### src/rtl/msync_pkg.sv
package msync_pkg;

    typedef enum logic [1:0] {
        SRC_TIED_LO = 2'd0,
        SRC_TIED_HI = 2'd1,
        SRC_EXT     = 2'd2,
        SRC_PARK    = 2'd3
    } src_mode_e;

    typedef struct packed {
        logic a;
        logic b;
        logic ck;
    } phase_out_t;

endpackage

### src/rtl/msync_input.sv
module msync_input #(
    parameter int STAGES = 2
) (
    input  logic clk,
    input  logic rst_n,
    input  logic pin_i,
    output logic level_o,
    output logic toggle_o,
    output logic rise_o
);

    typedef struct packed {
        logic [STAGES-1:0] pipe;
        logic              prev;
    } st_t;

    st_t st_d, st_q;

    always_comb begin
        st_d      = st_q;
        st_d.pipe = {st_q.pipe[STAGES-2:0], pin_i};
        st_d.prev = st_q.pipe[STAGES-1];
        level_o   = st_q.pipe[STAGES-1];
        toggle_o  = st_q.pipe[STAGES-1] ^ st_q.prev;
        rise_o    = st_q.pipe[STAGES-1] & ~st_q.prev;
    end

    always_ff @(posedge clk) begin
        if (!rst_n) st_q <= '0;
        else        st_q <= st_d;
    end

endmodule

### src/rtl/msync_timebase.sv
module msync_timebase #(
    parameter int SLOT_CYC = 8
) (
    input  logic       clk,
    input  logic       rst_n,
    output logic [1:0] slot_o,
    output logic       slot_start_o,
    output logic       period_end_o
);

    localparam int CNT_W              = (SLOT_CYC > 1) ? $clog2(SLOT_CYC) : 1;
    localparam logic [CNT_W-1:0] CMAX = CNT_W'(SLOT_CYC - 1);

    typedef struct packed {
        logic [CNT_W-1:0] cnt;
        logic [1:0]       slot;
    } st_t;

    st_t st_d, st_q;

    always_comb begin
        st_d = st_q;
        if (st_q.cnt == CMAX) begin
            st_d.cnt  = '0;
            st_d.slot = st_q.slot + 2'd1;
        end else begin
            st_d.cnt = st_q.cnt + 1'b1;
        end
        slot_o       = st_q.slot;
        slot_start_o = (st_q.cnt == '0);
        period_end_o = (st_q.cnt == CMAX) && (st_q.slot == 2'd3);
    end

    always_ff @(posedge clk) begin
        if (!rst_n) st_q <= '0;
        else        st_q <= st_d;
    end

    // a slot only moves on after its last count, and only by one
    assert_slot_wrap_R4: assert property (@(posedge clk) disable iff (!rst_n)
        (st_q.slot != $past(st_q.slot)) |-> ($past(st_q.cnt) == CMAX));
    assert_slot_step_R4: assert property (@(posedge clk) disable iff (!rst_n)
        (st_q.slot != $past(st_q.slot)) |-> (st_q.slot == $past(st_q.slot) + 2'd1));

endmodule

### src/rtl/msync_detect.sv
module msync_detect
    import msync_pkg::*;
#(
    parameter int WIN_PERIODS = 8
) (
    input  logic      clk,
    input  logic      rst_n,
    input  logic      level_i,
    input  logic      toggle_i,
    input  logic      period_end_i,
    output src_mode_e pend_o
);

    localparam int WIN_W              = (WIN_PERIODS > 1) ? $clog2(WIN_PERIODS) : 1;
    localparam logic [WIN_W-1:0] WMAX = WIN_W'(WIN_PERIODS - 1);

    typedef struct packed {
        logic [WIN_W-1:0] win;
        logic [1:0]       tog;
        src_mode_e        pend;
    } st_t;

    st_t st_d, st_q;

    always_comb begin
        st_d = st_q;
        if (toggle_i && st_q.tog != 2'd2) st_d.tog = st_q.tog + 2'd1;
        if (period_end_i) begin
            if (st_q.win == WMAX) begin
                st_d.win = '0;
                if (st_d.tog == 2'd2)  st_d.pend = SRC_EXT;
                else if (level_i)      st_d.pend = SRC_TIED_HI;
                else                   st_d.pend = SRC_TIED_LO;
                st_d.tog = 2'd0;
            end else begin
                st_d.win = st_q.win + 1'b1;
            end
        end
        pend_o = st_q.pend;
    end

    always_ff @(posedge clk) begin
        if (!rst_n) begin
            st_q      <= '0;
            st_q.pend <= SRC_TIED_LO;
        end else begin
            st_q <= st_d;
        end
    end

    // the pending decision moves only at the end of a window
    assert_pend_at_window_R7: assert property (@(posedge clk) disable iff (!rst_n)
        (st_q.pend != $past(st_q.pend)) |-> $past(period_end_i));
    assert_pend_never_park_R7: assert property (@(posedge clk) disable iff (!rst_n)
        st_q.pend != SRC_PARK);

endmodule

### src/rtl/msync_phase_gen.sv
module msync_phase_gen
    import msync_pkg::*;
#(
    parameter int SLOT_CYC    = 8,
    parameter int WIN_PERIODS = 8,
    parameter int SYNC_STAGES = 2
) (
    input  logic clk,
    input  logic rst_n,
    input  logic sync_in,
    output logic phase_a_o,
    output logic phase_b_o,
    output logic clk_out_o
);

    localparam int CNT_W                  = (SLOT_CYC > 1) ? $clog2(SLOT_CYC) : 1;
    localparam logic [CNT_W-1:0] HOLD_MAX = CNT_W'(SLOT_CYC - 1);

    logic       sync_level, sync_toggle, sync_rise;
    logic [1:0] slot;
    logic       slot_start, period_end;
    src_mode_e  pend;

    msync_input #(.STAGES(SYNC_STAGES)) u_input (
        .clk      (clk),
        .rst_n    (rst_n),
        .pin_i    (sync_in),
        .level_o  (sync_level),
        .toggle_o (sync_toggle),
        .rise_o   (sync_rise)
    );

    msync_timebase #(.SLOT_CYC(SLOT_CYC)) u_timebase (
        .clk          (clk),
        .rst_n        (rst_n),
        .slot_o       (slot),
        .slot_start_o (slot_start),
        .period_end_o (period_end)
    );

    msync_detect #(.WIN_PERIODS(WIN_PERIODS)) u_detect (
        .clk          (clk),
        .rst_n        (rst_n),
        .level_i      (sync_level),
        .toggle_i     (sync_toggle),
        .period_end_i (period_end),
        .pend_o       (pend)
    );

    typedef struct packed {
        src_mode_e        mode;
        logic             ext_ph;
        logic [CNT_W-1:0] hold;
        phase_out_t       out;
        logic             started;
    } st_t;

    st_t  st_d, st_q;
    logic hold_ok;

    always_comb begin
        st_d         = st_q;
        st_d.started = 1'b1;
        st_d.ext_ph  = st_q.ext_ph ^ sync_rise;
        hold_ok      = (st_q.hold == HOLD_MAX);

        case (st_q.mode)
            SRC_EXT: begin
                if (pend != SRC_EXT && hold_ok && slot_start) st_d.mode = pend;
            end
            SRC_PARK: begin
                if (pend == SRC_EXT) begin
                    if (sync_rise) st_d.mode = SRC_EXT;
                end else if (hold_ok && slot_start) begin
                    st_d.mode = pend;
                end
            end
            default: begin
                if (pend != st_q.mode && hold_ok && slot_start)
                    st_d.mode = (pend == SRC_EXT) ? SRC_PARK : pend;
            end
        endcase

        case (st_d.mode)
            SRC_EXT: begin
                st_d.out.a  = st_d.ext_ph;
                st_d.out.b  = ~st_d.ext_ph;
                st_d.out.ck = st_d.ext_ph;
            end
            SRC_PARK: st_d.out = st_q.out;
            SRC_TIED_HI: begin
                st_d.out.a  = ~slot[1];
                st_d.out.b  = slot[1];
                st_d.out.ck = slot[0];
            end
            default: begin
                st_d.out.a  = ~slot[1];
                st_d.out.b  = slot[1];
                st_d.out.ck = ~slot[1];
            end
        endcase

        if (st_d.out != st_q.out) st_d.hold = '0;
        else if (!hold_ok)        st_d.hold = st_q.hold + 1'b1;
    end

    always_ff @(posedge clk) begin
        if (!rst_n) begin
            st_q      <= '0;
            st_q.mode <= SRC_TIED_LO;
        end else begin
            st_q <= st_d;
        end
    end

    assign phase_a_o = st_q.out.a;
    assign phase_b_o = st_q.out.b;
    assign clk_out_o = st_q.out.ck;

    assert_anti_phase_R1: assert property (@(posedge clk) disable iff (!rst_n)
        st_q.started |-> (phase_a_o ^ phase_b_o));
    assert_lo_follow_R2: assert property (@(posedge clk) disable iff (!rst_n)
        (st_q.started && st_q.mode == SRC_TIED_LO) |-> (clk_out_o == phase_a_o));
    assert_hi_quarter_R3: assert property (@(posedge clk) disable iff (!rst_n)
        (st_q.mode == SRC_TIED_HI && $past(st_q.mode) == SRC_TIED_HI && $rose(phase_a_o))
        |-> !clk_out_o);
    assert_ext_follow_R6: assert property (@(posedge clk) disable iff (!rst_n)
        (st_q.mode == SRC_EXT) |-> (clk_out_o == phase_a_o));
    // parking freezes every output
    assert_park_frozen_R8: assert property (@(posedge clk) disable iff (!rst_n)
        (st_q.mode == SRC_PARK && $past(st_q.mode) == SRC_PARK)
        |-> ($stable(phase_a_o) && $stable(clk_out_o)));

endmodule

### config.mk
export PLATFORM = sky130hd
export DESIGN_NAME = msync_phase_gen
export DESIGN_NICKNAME = d
export VERILOG_FILES = /design/src/rtl/msync_pkg.sv /design/src/rtl/msync_input.sv /design/src/rtl/msync_timebase.sv /design/src/rtl/msync_detect.sv /design/src/rtl/msync_phase_gen.sv
export SDC_FILE = /design/constraint.sdc
export NUM_CORES = 1
export LEC_CHECK = 0
export BUFFER_PORTS_ARGS = -buffer_cell sky130_fd_sc_hd__buf_2
export CAP_MARGIN = 20
export CORE_MARGIN = 2
export CORE_UTILIZATION = 59
export DETAILED_ROUTE_END_ITERATION = 8
export PLACE_DENSITY = 0.77
export SKIP_CTS_REPAIR_TIMING = 1
export SLEW_MARGIN = 40
export SYNTH_ARGS = -nofsm -noshare
export SYNTH_HDL_FRONTEND = slang
export SYNTH_SLANG_ARGS = --single-unit
### constraint.sdc
create_clock -name clk -period 2.2 [get_ports clk]
set_input_delay 0.22 -clock clk [delete_from_list [all_inputs] [get_ports clk]]
set_output_delay 0.22 -clock clk [all_outputs]
set_load 0.02 [all_outputs]
==> results of run 1 <==
[area by class of cell]
cell class | count | area [µm²] | share of cell area (%)
timing repair buffer | 5 | 25.0 | 1.85
clock inverter | 1 | 30.0 | 2.22
multi-input combinational | 93 | 741 | 54.8
sequential | 24 | 480 | 35.6
clock buffer | 3 | 22.5 | 1.67
tap | 27 | 33.8 | 2.50
inverter | 5 | 18.8 | 1.39
[layer usage]
| layer | track usage, % | wire length (µm) | vias to the layer above | part of all wire [%] |
|---|---|---|---|---|
| li1 | - | - | 462 | - |
| met1 | 22.8 | 1020 | 430 | 48 |
| met2 | 35.1 | 1070 | 9 | 50 |
| met3 | 3.64 | 37 | 2 | 1.7 |
| met4 | 6.94 | 14 | 0 | 0.65 |
| met5 | 0 | 0 | - | 0 |
[sequential cells by signal, indices dropped and copies added, names as in the netlist]
register,flops
st_q,6
u_detect.st_q,5
u_timebase.st_q,3
u_detect.pend_o,2
u_timebase.slot_o,2
clk_out_o,1
phase_a_o,1
phase_b_o,1
u_input.level_o,1
u_input.st_d,1
u_input.st_q,1
[how the worst max path moves through the flow]
stage | end | slack, ps | startpoint
after detailed placement | st_q[5]$_SDFFE_PP0P_ | 170 | st_q[4]$_SDFFE_PP0P_
after global placement | st_q[4]$_SDFFE_PP0P_ | 250 | st_q[4]$_SDFFE_PP0P_
after global routing | st_q[6]$_SDFFE_PP0P_ | 40 | st_q[4]$_SDFFE_PP0P_
after CTS | st_q[5]$_SDFFE_PP0P_ | 150 | st_q[4]$_SDFFE_PP0P_
after floorplan | st_q[4]$_SDFFE_PP0P_ | 320 | st_q[4]$_SDFFE_PP0P_
final | st_q[4]$_SDFFE_PP0P_ | 150 | st_q[4]$_SDFFE_PP0P_
[layout by cell type, fill, tap and decap left out, types with 4 or more instances in the layout]
cell      instances
mux2i_1           4
and2_1            7
buf_2             5
a21boi_0          4
nor2b_1           4
nand2_1           9
dfxtp_1          24
inv_1             5
nor2_1            4
ha_1             10
xor2_1            4
xnor2_1           4
o211ai_1          4
[where the power goes]
group	internal (µW)	switching, µW	total, µW
Clock	184	131	315
Sequential	449	11.8	461
Combinational	31.1	36.8	67.9
[stage by stage]
step                std cells  hold WS [ps]  area (µm²)  total power [µW]
global placement          154           431        1300               533
finish                    158           101        1350               844
CTS                       158          90.5        1350               854
detailed placement        154           434        1300               538
floorplan                 125           347        1250               522
global route              158          99.0        1350               881
[kinds of logic after synthesis]
logic type	synth area share, %
AOI/OAI and AO/OA	14.7
xor gates and xnor gates	5.58
adders and majority gates	9.97
buffers and inverters	2.69
DFF	38.3
muxes	5.48
and+or+nand+nor	23.3
[critical path, delay by kind of cell (launching register included)]
kind / cells / cell delay (ps)
mux: 1 / 320
fa+ha+maj: 2 / 470
simple gates: 3 / 520
flops: 1 / 350
compound gates: 1 / 280
==> flow_summary.yaml, run 1 <==
run_status:
  outcome: "finished, final reports clean"
floorplan:
  die_width_um: 50.1
  core_um2: 1980
  rows: 16
  io_pins: 6
  fp.dieH_um: 50.1
  dieArea_um2: 2510
  initial_core_util_pct: 63.3
timing:
  period_share_pct: 93.1
  hold_viol_final: 0
  relSlewSlack_pct: 72.3
  timing.fmax_ghz: 0.488
  finalSetupViolCount: 0
  slew_violations: 0
  worst_pin_slew_ps: 415
  timing.final.ws_setup_ps: 153
  fin_skew_ps: 6.99
  rsz0062_at_grt: "no"
  period_minus_slack_ps: 2050
  setup_tns_ps: 0
global_route:
  antenna_found_initial: 0
  grt_pass1_wl_um: 3770
  grt_max_degree: 22
  track_usage_pct: 19.6
  grt_overflow: 0
  grt_pass1_vias: 910
routing:
  vias: 903
  wl_per_cell_um: 13.5
  first_pass_iters: 4
  drc: 0
  wl_um: 2140
  routed_via_density: 5.72
  ant_nets: 0
  drt_iter0_drc: 15
setup_path:
  cp_slowest_cell: "dfxtp_1"
  rr_endpoint: "st_q[4]$_SDFFE_PP0P_"
  setup.worst_path.start_class: "flip-flop"
  rrSetupSlack_ps: 150
  end_kind: "flip-flop"
  path_common_cell: "ha_1"
  critPathArrivalTime_ps: 2250
  crit_path_max_fanout: 4
  path_cells: "ha_1, ha_1, nand3b_4, mux2i_1, or2b_1, a32oi_2, nor4_1"
  crit_type: "reg -> reg"
  rr_startpoint: "st_q[4]$_SDFFE_PP0P_"
  worstRegToRegCells: 7
  crit_required_ps: 2400
  cp_slowest_stage_delay_ps: 350
final_layout:
  area_growth_pct: 7.68
  n_antenna_cell: 0
  final_util_pct: 68.2
  fill_cells: 158
  drive_above_1_share_pct: 15.3
  final_nets: 145
clock_tree:
  numCtsBuffers: 3
  clk_pin_slew_worst_paths_ps: 130
  cts.sinks: 24
  clock_latency_ps: 310
  cts_root_buf: "clkbuf_4"
  cts_buffer_depth: 2
  htree_levels: 1
  cts_tree: "done"
synth:
  synth_nets: 138
  netlist_instances: 125
  ys_top_cells_by_count: "dfxtp_1, ha_1, nand2_1"
  ys_ff_latch: 24
  synthArstFlopShare_pct: 0
  synth-seq-area-share_pct: 38.3
  synth.most_common_cell: "dfxtp_1"
  synth_top_cell_area_share_pct: 38.3
  ys_top_cells_by_area: "dfxtp_1, ha_1, and2_1, mux2i_1, xnor2_1"
  synth.distinct_cells: 38
  yosysTopAreaCell: "dfxtp_1"
  syn_avg_cell_area_um2: 10.0
  synthFlopType: "dfxtp_1"
  synth_edf_count: 0
  yosys_warnings: 0
  syn_area_um2: 1250
placement:
  post-dp-hpwl_um: 1660
  portBuffers: 5
  place.gp.congestion: 0.947
  dp_slack_ps: 171
min_path:
  hp-start: "sync_in"
  worstHoldEndpoint: "u_input.st_d[2]$_SDFF_PN0_"
  min_path_type: "in -> reg"
  min_path_cells: 2
pwr:
  p_leak_uw: 0.000584
  powerDensity_nw_per_um2: 624
  vdd_drop_max_mv: 0.418
run:
  drv_cap: 0
Note: power is estimated with default switching activity, not from simulation.
==> run 2: changes to the inputs <==
--- a/config.mk
+++ b/config.mk
@@ -7,10 +7,12 @@
 export LEC_CHECK = 0
 export BUFFER_PORTS_ARGS = -buffer_cell sky130_fd_sc_hd__buf_2
 export CAP_MARGIN = 20
+export CELL_PAD_IN_SITES_DETAIL_PLACEMENT = 1
+export CELL_PAD_IN_SITES_GLOBAL_PLACEMENT = 1
 export CORE_MARGIN = 2
-export CORE_UTILIZATION = 59
+export CORE_UTILIZATION = 47
 export DETAILED_ROUTE_END_ITERATION = 8
-export PLACE_DENSITY = 0.77
+export PLACE_DENSITY_LB_ADDON = 0.1
 export SKIP_CTS_REPAIR_TIMING = 1
 export SLEW_MARGIN = 40
 export SYNTH_ARGS = -nofsm -noshare
==> flow_summary.yaml, run 2 (synthesized netlist as in run 1, its figures left out) <==
run_status:
  outcome: "finished, final reports clean"
clock_tree:
  htree_levels: 1
  cts_tree: "done"
  numCtsBuffers: 3
  clock_latency_ps: 320
  clk_pin_slew_worst_paths_ps: 140
  cts_root_buf: "clkbuf_4"
  cts_buffer_depth: 2
  cts.sinks: 24
timing:
  worst_pin_slew_ps: 370
  period_minus_slack_ps: 2060
  relSlewSlack_pct: 75.1
  slew_violations: 0
  period_share_pct: 93.7
  timing.fmax_ghz: 0.485
  hold_viol_final: 0
  rsz0062_at_grt: "no"
  finalSetupViolCount: 0
  holdWs_ps: 95.9
  fin_skew_ps: 13.3
  setup_tns_ps: 0
global_route:
  antenna_found_initial: 0
  grt_max_degree: 22
  grt_pass1_wl_um: 4060
  track_usage_pct: 16.5
  grt_overflow: 0
  grt_pass1_vias: 884
pwr:
  p_leak_uw: 0.000590
  pwr-share-clk_pct: 37.7
  sequentialPowerShare_pct: 54.4
  p_int_uw: 664
  p_switching_uw: 183
  powerDensity_nw_per_um2: 622
  combPwrFrac_pct: 7.9
  p_sw_share_pct: 21.6
  vdd_drop_max_mv: 0.469
routing:
  wl_per_cell_um: 14.4
  wl_um: 2330
  first_pass_iters: 4
  routed_via_density: 5.62
  drt_iter0_drc: 8
  ant_nets: 0
  drc: 0
  vias: 911
min_path:
  min_path_type: "in -> reg"
final_layout:
  stdcell_count: 162
  layout.area.seq_um2: 480
  final_nets: 146
  area_growth_pct: 8.57
  final_common_cell: "dfxtp_1"
  largest_reg_flops: 6
  n_antenna_cell: 0
  multiInputGateArea_um2: 741
  layout_common_cells: "dfxtp_1, ha_1, nand2_1"
  largestRegisters: "st_q (6), u_detect.st_q (5), u_timebase.st_q (3)"
  drive_above_1_share_pct: 15.9
  fill_cells: 292
  top_register: "st_q"
setup_path:
  crit_type: "reg -> reg"
  critPathArrivalTime_ps: 2270
  setup.worst_path.start_class: "flip-flop"
  crit_path_max_fanout: 4
  crit_required_ps: 2400
  end_kind: "flip-flop"
placement:
  place_inst: 158
  portBuffers: 5
  post-dp-hpwl_um: 1820
  place.gp.congestion: 0.799
floorplan:
  die_width_um: 55.7
  core_um2: 2500
  dieArea_um2: 3100
  io_pins: 6
  rows: 18
  initial_core_util_pct: 50.2
  fp.dieH_um: 55.7
run:
  drv_cap: 0
==> run 2: final timing paths <==
kind                            slack (ps)                        from  cells after the start                          to
worst max-delay path                   140        st_q[4]$_SDFFE_PP0P_                      7        st_q[5]$_SDFFE_PP0P_
worst min-delay path                   100                     sync_in                      2  u_input.st_d[2]$_SDFF_PN0_
worst max register to register         140        st_q[4]$_SDFFE_PP0P_                      7        st_q[5]$_SDFFE_PP0P_
worst min register to register         460  u_input.st_d[2]$_SDFF_PN0_                      1  u_input.level_o$_SDFF_PN0_
==> run 2: power by group through the flow <==
stage	clock network [µW]	logic [µW]	registers, µW
after floorplan	0	51.1	470
after global placement	0	63.7	470
after detailed placement	0	68.1	471
after CTS	328	68.7	462
after global routing	338	77.1	464
final	319	66.9	461
==> run 2: area by class of cell <==
cell class,instances,area share (%)
clock buffers,3,1.65
flip-flops and latches,24,35.3
clock inverters,1,2.20
inverters,5,1.38
multi-input cells,93,54.4
repair buffers,6,2.39
well taps,30,2.75
==> run 2: worst max-delay path, stage by stage, from the launching register on <==
cell and delay, ps:
dfxtp_1 350, ha_1 200, ha_1 270, nand3b_4 150, mux2i_1 330, or2b_1 300
a32oi_2 280, nor4_1 80
==> run 2: per-stage QoR <==
step	cell area, µm²	utilization (%)	total power, µW	worst slack (ps)
final	1360	54.5	848	138
after global routing	1360	54.5	880	1.95
after CTS	1360	54.5	859	132
after detailed placement	1310	52.4	540	158
after global placement	1310	52.4	533	226
after floorplan	1250	-	522	320
==> run 2: routing by layer <==
| metal | global-route usage [%] | up-vias | share of wire, % |
|---|---|---|---|
| li1 | - | 459 | - |
| met1 | 19.6 | 439 | 45 |
| met2 | 29.1 | 9 | 51 |
| met3 | 2.56 | 4 | 2.1 |
| met4 | 7.32 | 0 | 1.8 |
| met5 | 0 | - | 0 |
==> run 3: changes to the inputs <==
==> constraint.sdc (replaced) <==
create_clock -name clk -period 2.05 [get_ports clk]
set_input_delay 0.205 -clock clk [delete_from_list [all_inputs] [get_ports clk]]
set_output_delay 0.205 -clock clk [all_outputs]
set_load 0.02 [all_outputs]
==> flow_summary.yaml, run 3 (synthesized netlist as in run 1, its figures left out) <==
routing:
  drc: 0
  first_pass_iters: 2
  route.met2.wl_um: 1420
  routed_via_density: 5.69
  vias: 933
  ant_nets: 0
  wl_um: 2570
  top_layer: "met4"
  wl_met3_um: 50
  wl_met1_um: 1060
  wl_per_cell_um: 15.6
  drt_iter0_drc: 15
clock_tree:
  htree_levels: 1
  cts_tree: "done"
  numCtsBuffers: 3
  cts_root_buf: "clkbuf_4"
  cts.sinks: 24
  cts_buffer_depth: 2
  clk_pin_slew_worst_paths_ps: 130
  clock_latency_ps: 310
floorplan:
  core_um2: 2500
  die_width_um: 55.7
  io_pins: 6
  dieArea_um2: 3100
  rows: 18
  fp.dieH_um: 55.7
  initial_core_util_pct: 50.2
final_layout:
  n_antenna_cell: 0
  fill_cells: 299
  layout_common_cells: "dfxtp_1, ha_1, nand2_1"
  largestRegisters: "st_q (6), u_detect.st_q (5), u_timebase.st_q (3)"
  final_util_pct: 55.3
  area_growth_pct: 10.2
  final_nets: 148
  drive_above_1_share_pct: 20.1
  final_common_cell: "dfxtp_1"
  final_area_um2: 1380
  largest_reg_flops: 6
  top_register: "st_q"
timing:
  slew_violations: 0
  worst_pin_slew_ps: 429
  rsz0062_at_grt: "no"
  hold_viol_final: 0
  period_minus_slack_ps: 1950
  finalSetupViolCount: 0
  period_share_pct: 95.0
  relSlewSlack_pct: 71.3
  fin_skew_ps: 1.45
  setup_tns_ps: 0
  timing.fmax_ghz: 0.514
placement:
  post-dp-hpwl_um: 2020
  place.gp.congestion: 0.776
  portBuffers: 5
  placed_cell_area_um2: 1330
global_route:
  track_usage_pct: 17.9
  grt_max_degree: 22
  antenna_found_initial: 0
  grt_pass1_vias: 979
  grt_pass1_wl_um: 4340
  grt_overflow: 0
setup_path:
  crit_required_ps: 2260
  setup.worst_path.start_class: "flip-flop"
  crit_type: "reg -> reg"
  critPathArrivalTime_ps: 2160
  end_kind: "flip-flop"
  crit_path_max_fanout: 4
pwr:
  powerDensity_nw_per_um2: 594
  vdd_drop_max_mv: 0.461
  p_leak_uw: 0.000587
run:
  drv_cap: 0
min_path:
  min_path_type: "in -> reg"
run_status:
  outcome: "finished, final reports clean"
==> run 3: layout make-up <==
| type | instances | area (µm²) | area share [%] |
|---|---|---|---|
| inverters | 5 | 18.8 | 1.36 |
| repair buffers | 8 | 47.5 | 3.44 |
| flip-flops and latches | 24 | 482 | 34.8 |
| well taps | 30 | 37.5 | 2.71 |
| multi-input cells | 93 | 761 | 55.0 |
| clock buffers | 4 | 36.3 | 2.62 |
==> run 3: final timing paths <==
check / cells past startpoint / end / from / slack, ps
setup / recovery: 7 / st_q[4]$_SDFFE_PP0P_ / st_q[4]$_SDFFE_PP0P_ / 100
hold / removal: 2 / u_input.st_d[2]$_SDFF_PN0_ / sync_in / 90
setup reg to reg: 7 / st_q[4]$_SDFFE_PP0P_ / st_q[4]$_SDFFE_PP0P_ / 100
hold reg to reg: 1 / u_input.level_o$_SDFF_PN0_ / u_input.st_d[2]$_SDFF_PN0_ / 460
==> run 3: stage by stage <==
| stage | setup slack, ps | instances | power (µW) | hold slack (ps) |
|---|---|---|---|---|
| floorplan | 170 | 125 | 560 | 332 |
| global placement | 164 | 160 | 573 | 412 |
| detailed placement | 97.7 | 160 | 579 | 421 |
| CTS | 50.2 | 164 | 828 | 76.4 |
| global route | 5.88 | 164 | 862 | 78.2 |
| finish | 103 | 164 | 821 | 85.6 |
==> run 3: routing by layer <==
metal,GRT usage [%],up-vias
li1,-,463
met1,18.4,457
met2,35.2,9
met3,2.79,4
met4,7.32,0
met5,0,-
==> run 3: critical path, cell delays in order, from the launching register on <==
cell      delay [ps]
dfxtp_2          350
ha_1             200
ha_1             220
nand3b_4         140
mux2i_2          250
or2b_1           300
a32oi_2          300
nor4_1            90
==> run 3: report_power, final <==
group | internal [µW] | switching, µW
logic | 33.8 | 39.0
registers | 482 | 13.9
clock network | 109 | 143
total | 625 | 196
